[config.mk]
export PLATFORM = sky130hd
export DESIGN_NAME = its_stamp_unit
export DESIGN_NICKNAME = d
export VERILOG_FILES = /design/src/rtl/its_pkg.sv /design/src/rtl/its_tick_counter.sv /design/src/rtl/its_event_detect.sv /design/src/rtl/its_stamp_capture.sv /design/src/rtl/its_stamp_unit.sv
export SDC_FILE = /design/constraint.sdc
export NUM_CORES = 1
export LEC_CHECK = 0
export BUFFER_PORTS_ARGS = -buffer_cell sky130_fd_sc_hd__buf_2
export CAP_MARGIN = 20
export CORE_ASPECT_RATIO = 1.1
export CORE_MARGIN = 1
export CORE_UTILIZATION = 29
export DETAILED_ROUTE_END_ITERATION = 16
export PLACE_DENSITY = 0.55
export SLEW_MARGIN = 10
export SYNTH_ARGS = -nofsm -noshare
export SYNTH_HDL_FRONTEND = slang
export SYNTH_SLANG_ARGS = --single-unit
[constraint.sdc]
create_clock -name clk -period 2.7 [get_ports clk]
set_input_delay 0.27 -clock clk [delete_from_list [all_inputs] [get_ports clk]]
set_output_delay 0.27 -clock clk [all_outputs]
set_load 0.02 [all_outputs]
[src/rtl/its_pkg.sv]
package its_pkg;
  localparam int unsigned REG_W   = 32;
  localparam int unsigned IDX_W   = 2;
  localparam int unsigned SETS_W  = 5;

  localparam logic [IDX_W-1:0] IDX_CTRL  = 2'd0;
  localparam logic [IDX_W-1:0] IDX_ASTMP = 2'd1;
  localparam logic [IDX_W-1:0] IDX_KSTMP = 2'd2;

  localparam int unsigned BIT_AFLAG = 26;
  localparam int unsigned BIT_KFLAG = 25;
  localparam int unsigned BIT_HOLD  = 5;

  typedef struct packed {
    logic aflag;
    logic kflag;
  } flags_t;

  function automatic logic [REG_W-1:0] pack_ctrl(
    input logic [SETS_W-1:0] sets,
    input flags_t            fl,
    input logic              hold,
    input logic [4:0]        sel
  );
    logic [REG_W-1:0] w;
    w = '0;
    w[31:27]     = sets;
    w[BIT_AFLAG] = fl.aflag;
    w[BIT_KFLAG] = fl.kflag;
    w[BIT_HOLD]  = hold;
    w[4:0]       = sel;
    return w;
  endfunction
endpackage

[src/rtl/its_tick_counter.sv]
module its_tick_counter #(
  parameter int unsigned CNT_W = 32
) (
  input  logic             clk,
  input  logic             rst,
  output logic [CNT_W-1:0] tick
);
  always_ff @(posedge clk) begin
    if (rst) tick <= '0;
    else     tick <= tick + 1'b1;
  end

  a_r2_count_step: assert property (@(posedge clk) disable iff (rst)
    !$past(rst) |-> tick == $past(tick) + 1'b1);
endmodule

[src/rtl/its_event_detect.sv]
module its_event_detect #(
  parameter int unsigned IRQ_N = 32,
  localparam int unsigned SEL_W = $clog2(IRQ_N)
) (
  input  logic             clk,
  input  logic             rst,
  input  logic [IRQ_N-1:0] pend,
  input  logic [SEL_W-1:0] sel,
  input  logic             ack_valid,
  input  logic [SEL_W-1:0] ack_num,
  output logic             rise_evt,
  output logic             ack_evt
);
  logic [IRQ_N-1:0] prev_q;
  logic [IRQ_N-1:0] rise_vec;

  for (genvar g = 0; g < IRQ_N; g++) begin : g_line
    always_ff @(posedge clk) begin
      if (rst) prev_q[g] <= 1'b0;
      else     prev_q[g] <= pend[g];
    end
    assign rise_vec[g] = pend[g] & ~prev_q[g];
  end

  logic sel_live;
  assign sel_live = (sel != '0);
  assign rise_evt = sel_live & rise_vec[sel];
  assign ack_evt  = sel_live & ack_valid & (ack_num == sel);

  a_r11_no_level_retrigger: assert property (@(posedge clk) disable iff (rst)
    ($past(pend[sel]) && !$past(rst) && $stable(sel)) |-> !rise_evt);
endmodule

[src/rtl/its_stamp_capture.sv]
module its_stamp_capture #(
  parameter int unsigned CNT_W = 32
) (
  input  logic               clk,
  input  logic               rst,
  input  logic [CNT_W-1:0]   tick,
  input  logic               rise_evt,
  input  logic               ack_evt,
  input  logic               hold,
  input  its_pkg::flags_t    clr,
  output its_pkg::flags_t    flags,
  output logic [CNT_W-1:0]   astamp,
  output logic [CNT_W-1:0]   kstamp
);
  logic a_go;
  logic k_go;
  its_pkg::flags_t flags_n;

  assign a_go = rise_evt & (hold ? (~flags.aflag & ~flags.kflag) : 1'b1);
  assign k_go = ack_evt & flags.aflag & ~flags.kflag & ~a_go;

  always_comb begin
    flags_n = flags;
    if (clr.aflag) flags_n.aflag = 1'b0;
    if (clr.kflag) flags_n.kflag = 1'b0;
    if (a_go) begin
      flags_n.aflag = 1'b1;
      if (!hold) flags_n.kflag = 1'b0;
    end
    if (k_go) flags_n.kflag = 1'b1;
  end

  always_ff @(posedge clk) begin
    if (rst) begin
      flags  <= '0;
      astamp <= '0;
      kstamp <= '0;
    end else begin
      flags <= flags_n;
      if (a_go) astamp <= tick;
      if (k_go) kstamp <= tick;
    end
  end

  a_r3_aflag_from_edge: assert property (@(posedge clk) disable iff (rst)
    $rose(flags.aflag) |-> $past(rise_evt));
  a_r6_hold_frozen: assert property (@(posedge clk) disable iff (rst)
    (hold && (flags.aflag || flags.kflag)) |=> $stable(astamp));
  a_r7_rearm_on_edge: assert property (@(posedge clk) disable iff (rst)
    (!hold && rise_evt) |=> (flags.aflag && !flags.kflag));
  a_r9_set_beats_clear: assert property (@(posedge clk) disable iff (rst)
    (rise_evt && clr.aflag) |=> flags.aflag);
endmodule

[src/rtl/its_stamp_unit.sv]
module its_stamp_unit #(
  parameter int unsigned IRQ_N   = 32,
  parameter int unsigned CNT_W   = 32,
  parameter int unsigned N_SETS  = 4,
  localparam int unsigned SEL_W  = $clog2(IRQ_N)
) (
  input  logic             clk,
  input  logic             rst,
  input  logic [IRQ_N-1:0] irq_pend,
  input  logic             ack_valid,
  input  logic [SEL_W-1:0] ack_num,
  input  logic             reg_we,
  input  logic [1:0]       reg_addr,
  input  logic [31:0]      reg_wdata,
  output logic [31:0]      reg_rdata
);
  import its_pkg::*;

  logic [CNT_W-1:0] tick;
  logic [SEL_W-1:0] sel_q;
  logic             hold_q;
  logic             rise_evt;
  logic             ack_evt;
  flags_t           flags;
  flags_t           clr;
  logic [CNT_W-1:0] astamp;
  logic [CNT_W-1:0] kstamp;
  logic             ctrl_wr;
  logic             unused_wbits;

  assign ctrl_wr      = reg_we && (reg_addr == IDX_CTRL);
  assign clr.aflag    = ctrl_wr & reg_wdata[BIT_AFLAG];
  assign clr.kflag    = ctrl_wr & reg_wdata[BIT_KFLAG];
  assign unused_wbits = ^{reg_wdata[31:27], reg_wdata[24:6]};

  always_ff @(posedge clk) begin
    if (rst) begin
      sel_q  <= '0;
      hold_q <= 1'b0;
    end else if (ctrl_wr) begin
      sel_q  <= reg_wdata[SEL_W-1:0];
      hold_q <= reg_wdata[BIT_HOLD];
    end
  end

  its_tick_counter #(.CNT_W(CNT_W)) u_tick (
    .clk  (clk),
    .rst  (rst),
    .tick (tick)
  );

  its_event_detect #(.IRQ_N(IRQ_N)) u_detect (
    .clk       (clk),
    .rst       (rst),
    .pend      (irq_pend),
    .sel       (sel_q),
    .ack_valid (ack_valid),
    .ack_num   (ack_num),
    .rise_evt  (rise_evt),
    .ack_evt   (ack_evt)
  );

  its_stamp_capture #(.CNT_W(CNT_W)) u_capture (
    .clk      (clk),
    .rst      (rst),
    .tick     (tick),
    .rise_evt (rise_evt),
    .ack_evt  (ack_evt),
    .hold     (hold_q),
    .clr      (clr),
    .flags    (flags),
    .astamp   (astamp),
    .kstamp   (kstamp)
  );

  always_ff @(posedge clk) begin
    if (rst) begin
      reg_rdata <= '0;
    end else begin
      unique case (reg_addr)
        IDX_CTRL:  reg_rdata <= pack_ctrl(SETS_W'(N_SETS), flags, hold_q, 5'(sel_q));
        IDX_ASTMP: reg_rdata <= 32'(astamp);
        IDX_KSTMP: reg_rdata <= 32'(kstamp);
        default:   reg_rdata <= '0;
      endcase
    end
  end

  a_r4_ack_number_match: assert property (@(posedge clk) disable iff (rst)
    $rose(flags.kflag) |-> $past(ack_valid && ack_num == sel_q && sel_q != '0));
  a_r8_null_select: assert property (@(posedge clk) disable iff (rst)
    (sel_q == '0) |=> !$rose(flags.aflag));
  a_r5_zero_write_keeps: assert property (@(posedge clk) disable iff (rst)
    (ctrl_wr && !reg_wdata[BIT_AFLAG] && flags.aflag) |=> flags.aflag);
endmodule

==> key figures <==
Synth
  • Netlist Area Pre-Place: 0.00682 mm^2
  • YS warnings: 0
  • Sequential area share after synthesis: 49.3%
  • Yosys cell types: 48
  • Post-synth top flop: dfxtp_1
  • Synth Register Bits: 168
  • Post-Synthesis Cells: 757
  • Syn avg cell area: approximately 9 um^2
  • Async SR Flop Fraction: 0%
  • Synth Net Count: around 830
  • EDFF count, synth: 0

Detailed routing
  • Vias per Instance: 4.67
  • Per-cell routed wire length: around 14 um
  • Initial detailed-routing violation count: approximately 280
  • Vias: 5,336
  • DRT Pass-1 Iters: 5
  • Residual DRC: 0
  • Final ANT Viol Nets: 0
  • Routed Wire Length: 16.3 mm

CTS
  • Clock transition at path regs: roughly 0.060 ns
  • Clk buf depth: 2
  • Post-CTS Resized: 0
  • Postcts setup bufs: 0
  • Clock root cell: clkbuf_16
  • Cts hold-fix bufs: 0
  • H-Tree Depth: 4
  • CTS Buf Count: 17
  • Clk Latency, worst-skew pair: 0.43 ns
  • CTS sink cnt: 168
  • CTS tree: built

Critical path
  • CP startpoint kind: flop
  • Max FO, Critical Path: 8
  • Critical path cell sequence: or3b_1 -> a21oi_1 -> nor4_1 -> o22ai_1 -> o41a_2 -> o21ai_4 -> mux2i_1
  • Critical path data arrival time: 2.76 ns
  • Max stage delay on crit path: 0.59 ns
  • CP endpoint kind: flop
  • Worst path bufs/invs: 0
  • CP required: 3.06 ns
  • Cell family with most CP delay: compound AO/OA/AOI/OAI gates
  • Crit Path Category: reg2reg
  • Critical-path top delay cell: o41a_2

Global route
  • Aggregate global routing overflow: 0
  • Total track usage: 14.1%
  • Largest net degree at the start of global routing: 60
  • Initial antenna violation count: 1
  • First-pass GRT wire length: about 27 mm
  • Number of global-route vias before repair: approximately 5,100

Floorplan
  • Core area: 0.0230 mm^2
  • Chip Width: 148 um
  • Starting density of the core: between 20% and 30%
  • Rows: between 50 and 60
  • DIE AREA: 0.0241 mm^2
  • Die height: 163 um
  • Ports: ~110

Cells and area
  • Final nets: 904
  • Area delta synth->final: 20.1%
  • Final instance area: 0.00819 mm^2
  • Util after Layout: ~36%
  • Layout cells sized above 1: between 10% and 20%

Placement
  • Port Buf Inserts: 82
  • Area after DPL: 0.00762 mm^2
  • RD Place Congestion: between 0.7 and 0.8
  • Hpwl dp: 11.0 mm

Pwr
  • Leakage: just over 3 nW
  • Worst vdd ir: roughly 290 uV
  • Pwr per Cell Area: 640 mW/mm^2

Min path
  • Hold crit path type: in2reg

STA
  • Setup TNS: 0 ns
  • Tcrit/Tclk final: 89.0%
  • Fin crit period: roughly 2.4 ns
  • RSZ-0062 raised after global routing: false
  • Slew margin rel.: 58.8%
  • Final setup fails: 0
  • Worst Skew: just over 0.009 ns
  • Worst-Margin Slew: 0.617 ns
  • Final hold violations: 0
  • Peak Freq: 416 MHz
  • Final Max Tran Viols: 0

Run status
  • Status: complete, no violations

Flow run
  • Maximum capacitance violations: 0
power breakdown:
part	total [mW]	switching [mW]	internal (mW)	leakage, nW
sequential	2.53	0.0190	2.51	1.36
combinational	0.390	0.248	0.142	1.42
clock	2.32	1.04	1.28	0.266
worst register-to-register path: stages (launching register included):
cell and delay (ns):
dfxtp_1 0.35, or3b_1 0.22, a21oi_1 0.07, nor4_1 0.31, o22ai_1 0.18, o41a_2 0.59
o21ai_4 0.39, mux2i_1 0.23
logic make-up (layout without fill, tap and decap cells):
logic type	count (synthesis)	after routing	share of synthesized area, %
AOI/OAI and AO/OA	149	149	13.3
xor gates and xnor gates	27	27	3.47
DFF	168	168	49.3
and+or+nand+nor	298	298	22.9
adders and majority gates	1	1	0.183
buffers and inverters	70	154	4.42
muxes	44	44	6.46
other	0	1	0
metal layers:
metal  up-vias  global-route usage [%]  part of all wire (%)
met4         0                    4.87                   1.0
met3        16                    2.86                   2.9
met1      2513                    18.7                    48
li1       2728                       -                     -
met5         -                       0                     0
met2        79                    22.5                    48
synthesized netlist by cell type (all sizes together) (13+ instances only):
master	instances	area (um^2)
a22oi	24	180
dfxtp	168	3360
nand2b	68	425
o21ai	46	241
nand2	14	52.6
nor2b	33	206
xor2	14	123
clkbuf	38	146
mux2i	44	440
buf	16	95.1
xnor2	13	114
a21oi	62	310
inv	16	60.1
nor2	97	364
nand3	47	235
registers in the layout, indices dropped and copies added (netlist names):
register	count
reg_rdata	32
u_capture.astamp	32
u_capture.kstamp	32
u_detect.prev_q	32
u_tick.tick	32
sel_q	5
u_capture.flags	2
hold_q	1
worst paths after layout:
kind,start,end,slack (ns),cells past startpoint
setup / recovery,sel_q[2],u_capture.kstamp[30],0.30,7
hold / removal,irq_pend[9],u_detect.prev_q[9],0.07,2
setup reg to reg,sel_q[2],u_capture.kstamp[30],0.30,7
hold reg to reg,u_capture.kstamp[8],u_capture.kstamp[8],0.47,2
placed cells by master, fill, tap and decap left out, types with 2 or more instances in the layout:
| cell | count |
|---|---|
| nor2_1 | 97 |
| mux2i_1 | 44 |
| inv_6 | 4 |
| clkbuf_1 | 3 |
| nand3b_1 | 3 |
| nand2b_1 | 68 |
| nor3_1 | 4 |
| or3_1 | 5 |
| clkinv_2 | 2 |
| o21ai_0 | 45 |
| nand4b_1 | 2 |
| xnor2_1 | 13 |
| buf_4 | 20 |
| nand2_1 | 14 |
| nand3_1 | 47 |
| clkinvlp_4 | 2 |
| clkinv_4 | 3 |
| nand4_1 | 6 |
| dfxtp_1 | 167 |
| and4_1 | 2 |
| a21oi_1 | 62 |
| clkbuf_16 | 17 |
| a221oi_1 | 3 |
| inv_1 | 16 |
| buf_2 | 81 |
| and3_1 | 5 |
| nor2b_1 | 32 |
| nor4bb_1 | 2 |
| buf_12 | 5 |
| a32oi_1 | 2 |
| a31o_2 | 3 |
| nor4b_1 | 2 |
| a22oi_1 | 24 |
| xor2_1 | 14 |
metrics by stage:
step	total power [mW]	setup slack, ns	cells	hold WS (ns)
final	5.24	0.297	1142	0.0661
after global placement	2.98	0.138	1109	0.458
after CTS	5.32	0.0966	1141	0.0519
after detailed placement	2.98	0.101	1109	0.465
after floorplan	2.81	0.514	757	0.398
after global routing	5.46	0.0405	1141	0.0652
area by class of cell:
type                            instances  area, um^2
Clock buffer                           20         437
Antenna cell                            1        2.50
Multi-Input combinational cell        519        3180
Sequential cell                       168        3360
Clock inverter                         12         116
Fill cell                            2379       14800
Inverter                               16        60.1
Tap cell                              300         375
Timing Repair Buffer                  106         656
Note: power is estimated with default switching activity, not from simulation.
